===== src/rtl/pcm_port_pkg.sv =====
`timescale 1ns/1ps
// Shared types for the framed serial PCM port.
// Assumes: line code select is a 2-bit field; code 3 is reserved and behaves as plain.
package pcm_port_pkg;

    typedef enum logic [1:0] {
        FMT_PLAIN   = 2'd0,
        FMT_MAG_INV = 2'd1,
        FMT_ALT_INV = 2'd2,
        FMT_RSVD    = 2'd3
    } pcm_fmt_e;

endpackage


===== src/rtl/pcm_slot_timer.sv =====
`timescale 1ns/1ps
// Bit-slot counter for the framed port.
// Counts bit clocks within a frame, restarts at slot 0 on a frame pulse or
// after the last slot, and flags whether any frame pulse has been seen.
// Assumes: frame_sync_i is synchronous to clk and sampled at the rising edge.
module pcm_slot_timer #(
    parameter int SLOTS = 256,
    parameter int SW    = $clog2(SLOTS)
) (
    input  logic          clk,
    input  logic          rst_n,
    input  logic          frame_sync_i,
    output logic [SW-1:0] slot_o,
    output logic          live_o,
    output logic [SW-1:0] nxt_slot_o,
    output logic          nxt_live_o
);

    localparam logic [SW-1:0] LAST_SLOT = SW'(SLOTS - 1);

    logic [SW-1:0] slot_q;
    logic          live_q;

    // Next slot: a pulse forces slot 0, otherwise count with wrap.
    always_comb begin
        if (frame_sync_i) begin
            nxt_slot_o = '0;
        end else if (slot_q == LAST_SLOT) begin
            nxt_slot_o = '0;
        end else begin
            nxt_slot_o = slot_q + SW'(1);
        end
        nxt_live_o = live_q | frame_sync_i;
    end

    // Slot and lock registers.
    always_ff @(posedge clk) begin
        if (!rst_n) begin
            slot_q <= '0;
            live_q <= 1'b0;
        end else begin
            slot_q <= nxt_slot_o;
            live_q <= nxt_live_o;
        end
    end

    assign slot_o = slot_q;
    assign live_o = live_q;

    AST_FP_RESYNC: assert property (@(posedge clk) disable iff (!rst_n)
        frame_sync_i |=> (slot_o == '0) && live_o);
    AST_SLOT_WRAP: assert property (@(posedge clk) disable iff (!rst_n)
        (!frame_sync_i && slot_o == LAST_SLOT) |=> (slot_o == '0));
    AST_SLOT_STEP: assert property (@(posedge clk) disable iff (!rst_n)
        (!frame_sync_i && slot_o != LAST_SLOT) |=> (slot_o == $past(slot_o) + SW'(1)));
    AST_LOCK_STICKY: assert property (@(posedge clk) disable iff (!rst_n)
        live_o |=> live_o);

endmodule


===== src/rtl/pcm_code_map.sv =====
`timescale 1ns/1ps
// Line code mapping between the coded sample and the bits on the wire.
// Every mapping is an XOR with a fixed mask, so the same map encodes and decodes.
// Assumes: the word's top bit is the sign.
module pcm_code_map
    import pcm_port_pkg::*;
#(
    parameter int W = 8
) (
    input  logic [W-1:0] word_i,
    input  pcm_fmt_e     fmt_i,
    output logic [W-1:0] word_o
);

    logic [W-1:0] mag_mask;
    logic [W-1:0] alt_mask;

    // Build the masks bit by bit: all but the sign, and the even positions.
    for (genvar g = 0; g < W; g++) begin : g_mask
        assign mag_mask[g] = (g != W - 1);
        assign alt_mask[g] = ((g % 2) == 0);
    end

    // Select the mask for the chosen code; the reserved code passes the word unchanged.
    always_comb begin
        case (fmt_i)
            FMT_MAG_INV: word_o = word_i ^ mag_mask;
            FMT_ALT_INV: word_o = word_i ^ alt_mask;
            default:     word_o = word_i;
        endcase
    end

endmodule


===== src/rtl/pcm_tx_serializer.sv =====
`timescale 1ns/1ps
// Transmit side: latches the sample and the code at frame start, codes the
// sample, and shifts it out MSB first in the first W slots with the drive enable high.
// Assumes: SLOTS > W; output bits change on the rising edge of clk.
module pcm_tx_serializer
    import pcm_port_pkg::*;
#(
    parameter int W  = 8,
    parameter int SW = 8
) (
    input  logic          clk,
    input  logic          rst_n,
    input  logic [SW-1:0] slot_i,
    input  logic          live_i,
    input  logic [SW-1:0] nxt_slot_i,
    input  logic          nxt_live_i,
    input  logic [W-1:0]  word_i,
    input  pcm_fmt_e      fmt_i,
    output pcm_fmt_e      fmt_q_o,
    output logic          tx_bit_o,
    output logic          tx_oe_o
);

    logic [W-1:0] coded;
    logic [W-1:0] sh_q;
    pcm_fmt_e     fmt_q;
    logic         start_frame;
    logic         in_window;

    pcm_code_map #(.W(W)) u_enc (
        .word_i (word_i),
        .fmt_i  (fmt_i),
        .word_o (coded)
    );

    // Decode whether the coming cycle is slot 0 or inside the channel slots.
    always_comb begin
        start_frame = nxt_live_i && (nxt_slot_i == '0);
        in_window   = nxt_live_i && (nxt_slot_i < SW'(W));
    end

    // Latch the code and load or shift the word; drive the line only in the window.
    always_ff @(posedge clk) begin
        if (!rst_n) begin
            sh_q     <= '0;
            fmt_q    <= FMT_PLAIN;
            tx_bit_o <= 1'b0;
            tx_oe_o  <= 1'b0;
        end else begin
            tx_oe_o <= in_window;
            if (start_frame) begin
                fmt_q    <= fmt_i;
                tx_bit_o <= coded[W-1];
                sh_q     <= {coded[W-2:0], 1'b0};
            end else if (in_window) begin
                tx_bit_o <= sh_q[W-1];
                sh_q     <= {sh_q[W-2:0], 1'b0};
            end else begin
                tx_bit_o <= 1'b0;
            end
        end
    end

    assign fmt_q_o = fmt_q;

    AST_OE_IN_WINDOW: assert property (@(posedge clk) disable iff (!rst_n)
        tx_oe_o |-> (live_i && slot_i < SW'(W)));
    AST_WINDOW_DRIVEN: assert property (@(posedge clk) disable iff (!rst_n)
        (live_i && slot_i < SW'(W)) |-> tx_oe_o);
    AST_IDLE_QUIET: assert property (@(posedge clk) disable iff (!rst_n)
        !tx_oe_o |-> !tx_bit_o);
    AST_NO_DRIVE_UNLOCKED: assert property (@(posedge clk) disable iff (!rst_n)
        !live_i |-> !tx_oe_o);

endmodule


===== src/rtl/pcm_rx_deserializer.sv =====
`timescale 1ns/1ps
// Receive side: samples the line on the falling edge during the first W
// slots, then decodes and loads the word with a one-cycle strobe at the
// rising edge that ends the last channel slot.
// Assumes: fmt_i is the code latched at the start of the current frame.
module pcm_rx_deserializer
    import pcm_port_pkg::*;
#(
    parameter int W  = 8,
    parameter int SW = 8
) (
    input  logic          clk,
    input  logic          rst_n,
    input  logic [SW-1:0] slot_i,
    input  logic          live_i,
    input  logic          rx_bit_i,
    input  pcm_fmt_e      fmt_i,
    output logic [W-1:0]  rx_word_o,
    output logic          rx_valid_o
);

    logic [W-1:0] sh_q;
    logic [W-1:0] decoded;
    logic         last_slot;

    pcm_code_map #(.W(W)) u_dec (
        .word_i (sh_q),
        .fmt_i  (fmt_i),
        .word_o (decoded)
    );

    // Flag the final channel slot of a live frame.
    always_comb begin
        last_slot = live_i && (slot_i == SW'(W - 1));
    end

    // Falling-edge capture of the line, MSB first, during the channel slots.
    always_ff @(negedge clk) begin
        if (!rst_n) begin
            sh_q <= '0;
        end else if (live_i && slot_i < SW'(W)) begin
            sh_q <= {sh_q[W-2:0], rx_bit_i};
        end
    end

    // Load the decoded word and strobe once per frame.
    always_ff @(posedge clk) begin
        if (!rst_n) begin
            rx_word_o  <= '0;
            rx_valid_o <= 1'b0;
        end else begin
            rx_valid_o <= last_slot;
            if (last_slot) begin
                rx_word_o <= decoded;
            end
        end
    end

    AST_VALID_PULSE: assert property (@(posedge clk) disable iff (!rst_n)
        rx_valid_o |=> !rx_valid_o);
    AST_VALID_AFTER_LAST: assert property (@(posedge clk) disable iff (!rst_n)
        rx_valid_o |-> (slot_i == SW'(W) || slot_i == '0));
    AST_WORD_HOLD: assert property (@(posedge clk) disable iff (!rst_n)
        !rx_valid_o |=> (rx_valid_o || $stable(rx_word_o)));

endmodule


===== src/rtl/pcm_serial_port.sv =====
`timescale 1ns/1ps
// Framed serial PCM port: slot timing, transmit serializer with line coding,
// and receive deserializer with the matching decoding.
// Assumes: clk is the serial bit clock, frame_sync_i is synchronous to it,
// SLOTS > WORD_W, and the line itself is tri-stated by tx_oe_o outside the block.
module pcm_serial_port
    import pcm_port_pkg::*;
#(
    parameter int WORD_W = 8,
    parameter int SLOTS  = 256
) (
    input  logic              clk,
    input  logic              rst_n,
    input  logic              frame_sync_i,
    input  logic [WORD_W-1:0] tx_word_i,
    input  logic [1:0]        fmt_sel_i,
    input  logic              rx_line_i,
    output logic              tx_line_o,
    output logic              tx_oe_o,
    output logic [WORD_W-1:0] rx_word_o,
    output logic              rx_valid_o
);

    localparam int SW = $clog2(SLOTS);

    logic [SW-1:0] slot;
    logic          live;
    logic [SW-1:0] nxt_slot;
    logic          nxt_live;
    pcm_fmt_e      fmt_in;
    pcm_fmt_e      fmt_frame;

    // Map the raw select pins onto the code type.
    always_comb begin
        fmt_in = pcm_fmt_e'(fmt_sel_i);
    end

    pcm_slot_timer #(.SLOTS(SLOTS), .SW(SW)) u_timer (
        .clk          (clk),
        .rst_n        (rst_n),
        .frame_sync_i (frame_sync_i),
        .slot_o       (slot),
        .live_o       (live),
        .nxt_slot_o   (nxt_slot),
        .nxt_live_o   (nxt_live)
    );

    pcm_tx_serializer #(.W(WORD_W), .SW(SW)) u_tx (
        .clk        (clk),
        .rst_n      (rst_n),
        .slot_i     (slot),
        .live_i     (live),
        .nxt_slot_i (nxt_slot),
        .nxt_live_i (nxt_live),
        .word_i     (tx_word_i),
        .fmt_i      (fmt_in),
        .fmt_q_o    (fmt_frame),
        .tx_bit_o   (tx_line_o),
        .tx_oe_o    (tx_oe_o)
    );

    pcm_rx_deserializer #(.W(WORD_W), .SW(SW)) u_rx (
        .clk        (clk),
        .rst_n      (rst_n),
        .slot_i     (slot),
        .live_i     (live),
        .rx_bit_i   (rx_line_i),
        .fmt_i      (fmt_frame),
        .rx_word_o  (rx_word_o),
        .rx_valid_o (rx_valid_o)
    );

endmodule


===== config.mk =====
export PLATFORM = sky130hd
export DESIGN_NAME = pcm_serial_port
export DESIGN_NICKNAME = d
export VERILOG_FILES = /design/src/rtl/pcm_port_pkg.sv /design/src/rtl/pcm_slot_timer.sv /design/src/rtl/pcm_code_map.sv /design/src/rtl/pcm_tx_serializer.sv /design/src/rtl/pcm_rx_deserializer.sv /design/src/rtl/pcm_serial_port.sv
export SDC_FILE = /design/constraint.sdc
export NUM_CORES = 1
export LEC_CHECK = 0
export CORE_MARGIN = 2
export CORE_UTILIZATION = 40
export CTS_BUF_LIST = sky130_fd_sc_hd__clkbuf_2 sky130_fd_sc_hd__clkbuf_4 sky130_fd_sc_hd__clkbuf_8
export CTS_CLUSTER_DIAMETER = 80
export DETAILED_ROUTE_END_ITERATION = 6
export DONT_BUFFER_PORTS = 1
export SLEW_MARGIN = 20
export SYNTH_ARGS = -nofsm -noshare
export SYNTH_HDL_FRONTEND = slang
export SYNTH_SLANG_ARGS = --single-unit

===== constraint.sdc =====
create_clock -name clk -period 2.2 [get_ports clk]
set_clock_uncertainty 0.1 [all_clocks]
set_input_delay 0.22 -clock clk [delete_from_list [all_inputs] [get_ports clk]]
set_output_delay 0.22 -clock clk [all_outputs]
set_load 0.01 [all_outputs]

; ---- Word-level counts from Yosys, hierarchy flattened
; Index checks and enable logic that the tools add are counted.
; W data, S select, Z words.
[op_classes]
add_sub_neg = 1
order_cmp = 2
eq_ne = 6
muxes = 8
bitwise = 5
n_reduce_logical = 6
[op_table]
columns = operator, n
row1 = $mux W8, 4
row2 = $pmux W7 S2, 2
row3 = $lt A8 B4 Y1 const B, 2
row4 = $not A7 Y7, 2
row5 = $add A8 B1 Y8 const B, 1
row6 = $eq A8 B3 Y1 const B, 1
row7 = $eq A8 B8 Y1 const B, 1
row8 = $logic_not A8 Y1, 1
row9 = $not A4 Y4, 2
row10 = $eq A2 B1 Y1 const B, 2
row11 = $eq A2 B2 Y1 const B, 2
row12 = $logic_and A1 B1 Y1, 4
row13 = $mux W1, 2
row14 = $reduce_bool A2 Y1, 1
row15 = $or A1 B1 Y1, 1
[totals]
ff_bits = 37
in_bits = 14
output_inout_bits = 11
elab_cells = 37

; ---- Logic depth before layout (Yosys ltp)
[depth]
depth_word = 7
ltp_mapped = 8
mapped_depth_nobuf = 7

; ---- By module
; From an unflattened synthesis, not the netlist that was laid out.
[hier_totals]
hier_cells = 228
hier_area_um2 = 2045.7
[modules_own_cells]
columns = mod, n_inst, cells_per_inst, area_per_inst_um2, seq_area_each_um2
row1 = pcm_rx_deserializer, 1, 78, 699.4, 340.3
row2 = pcm_tx_serializer, 1, 50, 521.8, 220.2
row3 = pcm_slot_timer, 1, 52, 446.7, 180.2
row4 = pcm_code_map, 2, 24, 188.9, 0.0

==> metrics.txt <==
outcome=finished with violations; failing checks=negative setup slack; Min-Delay Path Depth=2; reg2reg setup slack=-0.07 ns; xor/xnor cell area share of the yosys netlist=about 1.4%; CTS tree=done; largest net degree at the start of global routing=24; Worst Setup SP=u_timer.slot_o[4]; WL final=approximately 3900 um; crit path launch type=flop; H-tree depth=2; initial antenna violation count=0; Layout Nets=between 200 and 250; PortBufs=0; Synth Area in Compound Gates=around 22%; die width=between 70 and 80 um; GRT overflow=0; CP delay by family, top=simple AND/OR/NAND/NOR gates; CP Class=flop to flop; main combinational cell family by area after synthesis=compound AO/OA/AOI/OAI gates; share of cells above drive strength 1=~18%; Synth Flop Type=dfxtp_1; total number of vias=between 1.5k and 2k; Synth top cells by count=37 x dfxtp_1, 17 x o21ai_0, 16 x mux2i_1, 16 x nand2_1, 14 x o211ai_1; Reg2Reg Depth=5; CP Data Required Time=1.25 ns; IO Pins=25; leakage power=0.976 nW; CP peak stage delay=between 0.3 and 0.4 ns; mux cell area share after synthesis=under 10%; Clock Sink Count=37; Mapped Cells=just under 200; Ys Warns=0; WL/cell=around 14 um; clock-pin slew on the worst setup and hold paths=roughly 0.080 ns; Max VDD drop=between 0.3 and 0.4 mV; FF-to-FF Start=u_timer.slot_o[4]; Site Rows=24; die height=approximately 72 um; post-synthesis cell type count=just over 40; largest cells by area after synthesis=dfxtp_1 41%, mux2i_1 8.8%, o211ai_1 5.8%; Min-Delay Path Class=primary input to flop; Clock Latency Late Sink=0.36 ns; actual slew at the worst max-slew pin=roughly 0.8 ns; worst-path cell chain=nor3_4 -> nand3_2 -> buf_2 -> mux2i_1 -> nor2b_1; initial core utilization=about two fifths; CTS Buffer Depth=2; CP bufs+invs=1; Pwr per Cell Area=around 650 nW/um2; Seq/Total Area, Yosys=between 40 and 50%; Die Area=about 5100 um2; Setup TNS=-0.473 ns; CORE AREA=between 4000 and 5000 um2; Hold Path End=u_tx.fmt_q_o[1]; number of routed nets with antenna violations=0; Worst Path Max Fanout=4; Final Hold Slack=~0.013 ns; ant diodes=0; syn avg cell area=approximately 9.3 um2; EDFF count, synth=0; DR vias/cell=about 5.5; hold wc startpoint=rst_n; Post-Synth Simple-Gate Area=between 10% and 20%; RSZ-0062 raised after global routing=true; cell accounting for the most synthesized area=dfxtp_1; GRT Resource Usage Total=approximately 17%; Remaining DRCs=0; Final Hold Fails=0; Final GP Congestion=0.771; CTS Root Cell=clkbuf_8; Worst Path Arrival=approximately 1.3 ns; first drt pass iteration count=5; Crit-path slowest cell=dfxtp_2; worst reg2reg path endpoint=u_rx.sh_q[1]; MaxCap Viol Count=0; Final WS setup=-0.0706 ns; first-pass GRT wire length=between 6000 and 7000 um; Layout area overhead=18.7%; Yosys reg bits=37; top-area cell type share of the netlist area=between 40% and 50%; Crit. End Element=flop; area share of fa/ha/maj cells after synthesis=under 10%; vias in the first global route=approximately 1.5k; asr flop ratio synth=0%; post-detail-place hpwl=2730 um; setup violators final=8; count leader, synth=dfxtp_1; Post-Syn Nets=around 220; clock buffer count from CTS=5; Slew Limit Fails=0; DRT iter0 DRCs=54; Slew Limit Headroom=47.3%; Netlist Area Pre-Place=1820 um2
## per-stage QoR
step / util [%] / area [um2] / power (W) / cells / worst slack (ns)
CTS: 48.9 / 2140 / 0.00142 / 271 / -0.0857
global placement: 44.8 / 1960 / 0.000867 / 250 / -0.0830
finish: 49.4 / 2160 / 0.00141 / 273 / -0.0706
detailed placement: 44.8 / 1960 / 0.000873 / 250 / -0.149
floorplan: - / 1850 / 0.000852 / 196 / -0.0621
global route: 49.4 / 2160 / 0.00148 / 273 / -0.172
## worst max-delay path by stage
stage	cells past startpoint	slack [ns]	endpoint
detailed placement	5	-0.15	u_rx.sh_q[0]
global route	5	-0.17	u_rx.sh_q[0]
floorplan	6	-0.06	u_rx.sh_q[0]
CTS	5	-0.09	u_rx.sh_q[0]
finish	5	-0.07	u_rx.sh_q[1]
global placement	5	-0.08	u_rx.sh_q[1]
## layout make-up
cell class	instances	area, um2
sequential	37	744
inverter	6	22.5
timing repair buffer	21	184
multi-input combinational	141	1030
clock inverter	11	51.3
tap	52	65.1
clock buffer	5	68.8
fill	420	2220
## routing by layer
layer	vias to the layer above	share of wire [%]	global-route usage, %
met5	-	0	0
met4	0	1.6	6.71
met3	6	4.1	5.06
met2	29	48	26.9
met1	710	46	20.8
li1	764	-	-
## power by group
group / leakage, nW / switching [W] / internal (W) / total, W
combinational: 0.581 / 0.0000753 / 0.0000751 / 0.000150
clock: 0.0920 / 0.000307 / 0.000247 / 0.000555
sequential: 0.303 / 0.0000135 / 0.000692 / 0.000705
## flip-flops by register name (all words and copies together) (netlist names)
signal / flops
u_rx.rx_valid_o: 1
u_rx.rx_word_o: 8
u_rx.sh_q: 8
u_timer.live_o: 1
u_timer.slot_o: 8
u_tx.fmt_q_o: 2
u_tx.sh_q: 7
u_tx.tx_bit_o: 1
u_tx.tx_oe_o: 1
## cell families after synthesis
| kind of cell | after synthesis |
|---|---|
| simple gates | 61 |
| fa+ha+maj | 5 |
| xor+xnor | 3 |
| buf+inv | 18 |
| compound gates | 55 |
| flops | 37 |
| mux | 17 |
## what timing repair did
action | 4_1_cts | 5_1_grt
gates resized for setup | 2 | 3
hold buffers | 5 | 0
pin swaps | 1 | 1
endpoints found under the hold margin | 21 | 0
cloned | 1 | 0
setup endpoints to repair | 8 | 12
buffers inserted | 0 | 2
## cells in the final DEF, fill, tap and decap left out, types with 2 or more instances in the layout
master and instances:
o21bai_1 2, dlygate4sd3_1 5, buf_4 13, a21oi_1 3
and3_1 2, xor2_1 2, nor2_1 6, or3_1 2
and2_1 2, nor2_2 2, inv_4 2, nand4_1 3
nand3_1 4, nand3_2 2, dfxtp_1 34, ha_1 4
o21ai_0 17, o311ai_0 2, o211ai_1 14, mux2i_1 16
nand2_1 16, dfxtp_2 3, nor2b_1 10, nand2b_1 3
inv_1 14, clkbuf_8 5, o211a_1 10
Note: power is estimated with default switching activity, not from simulation.
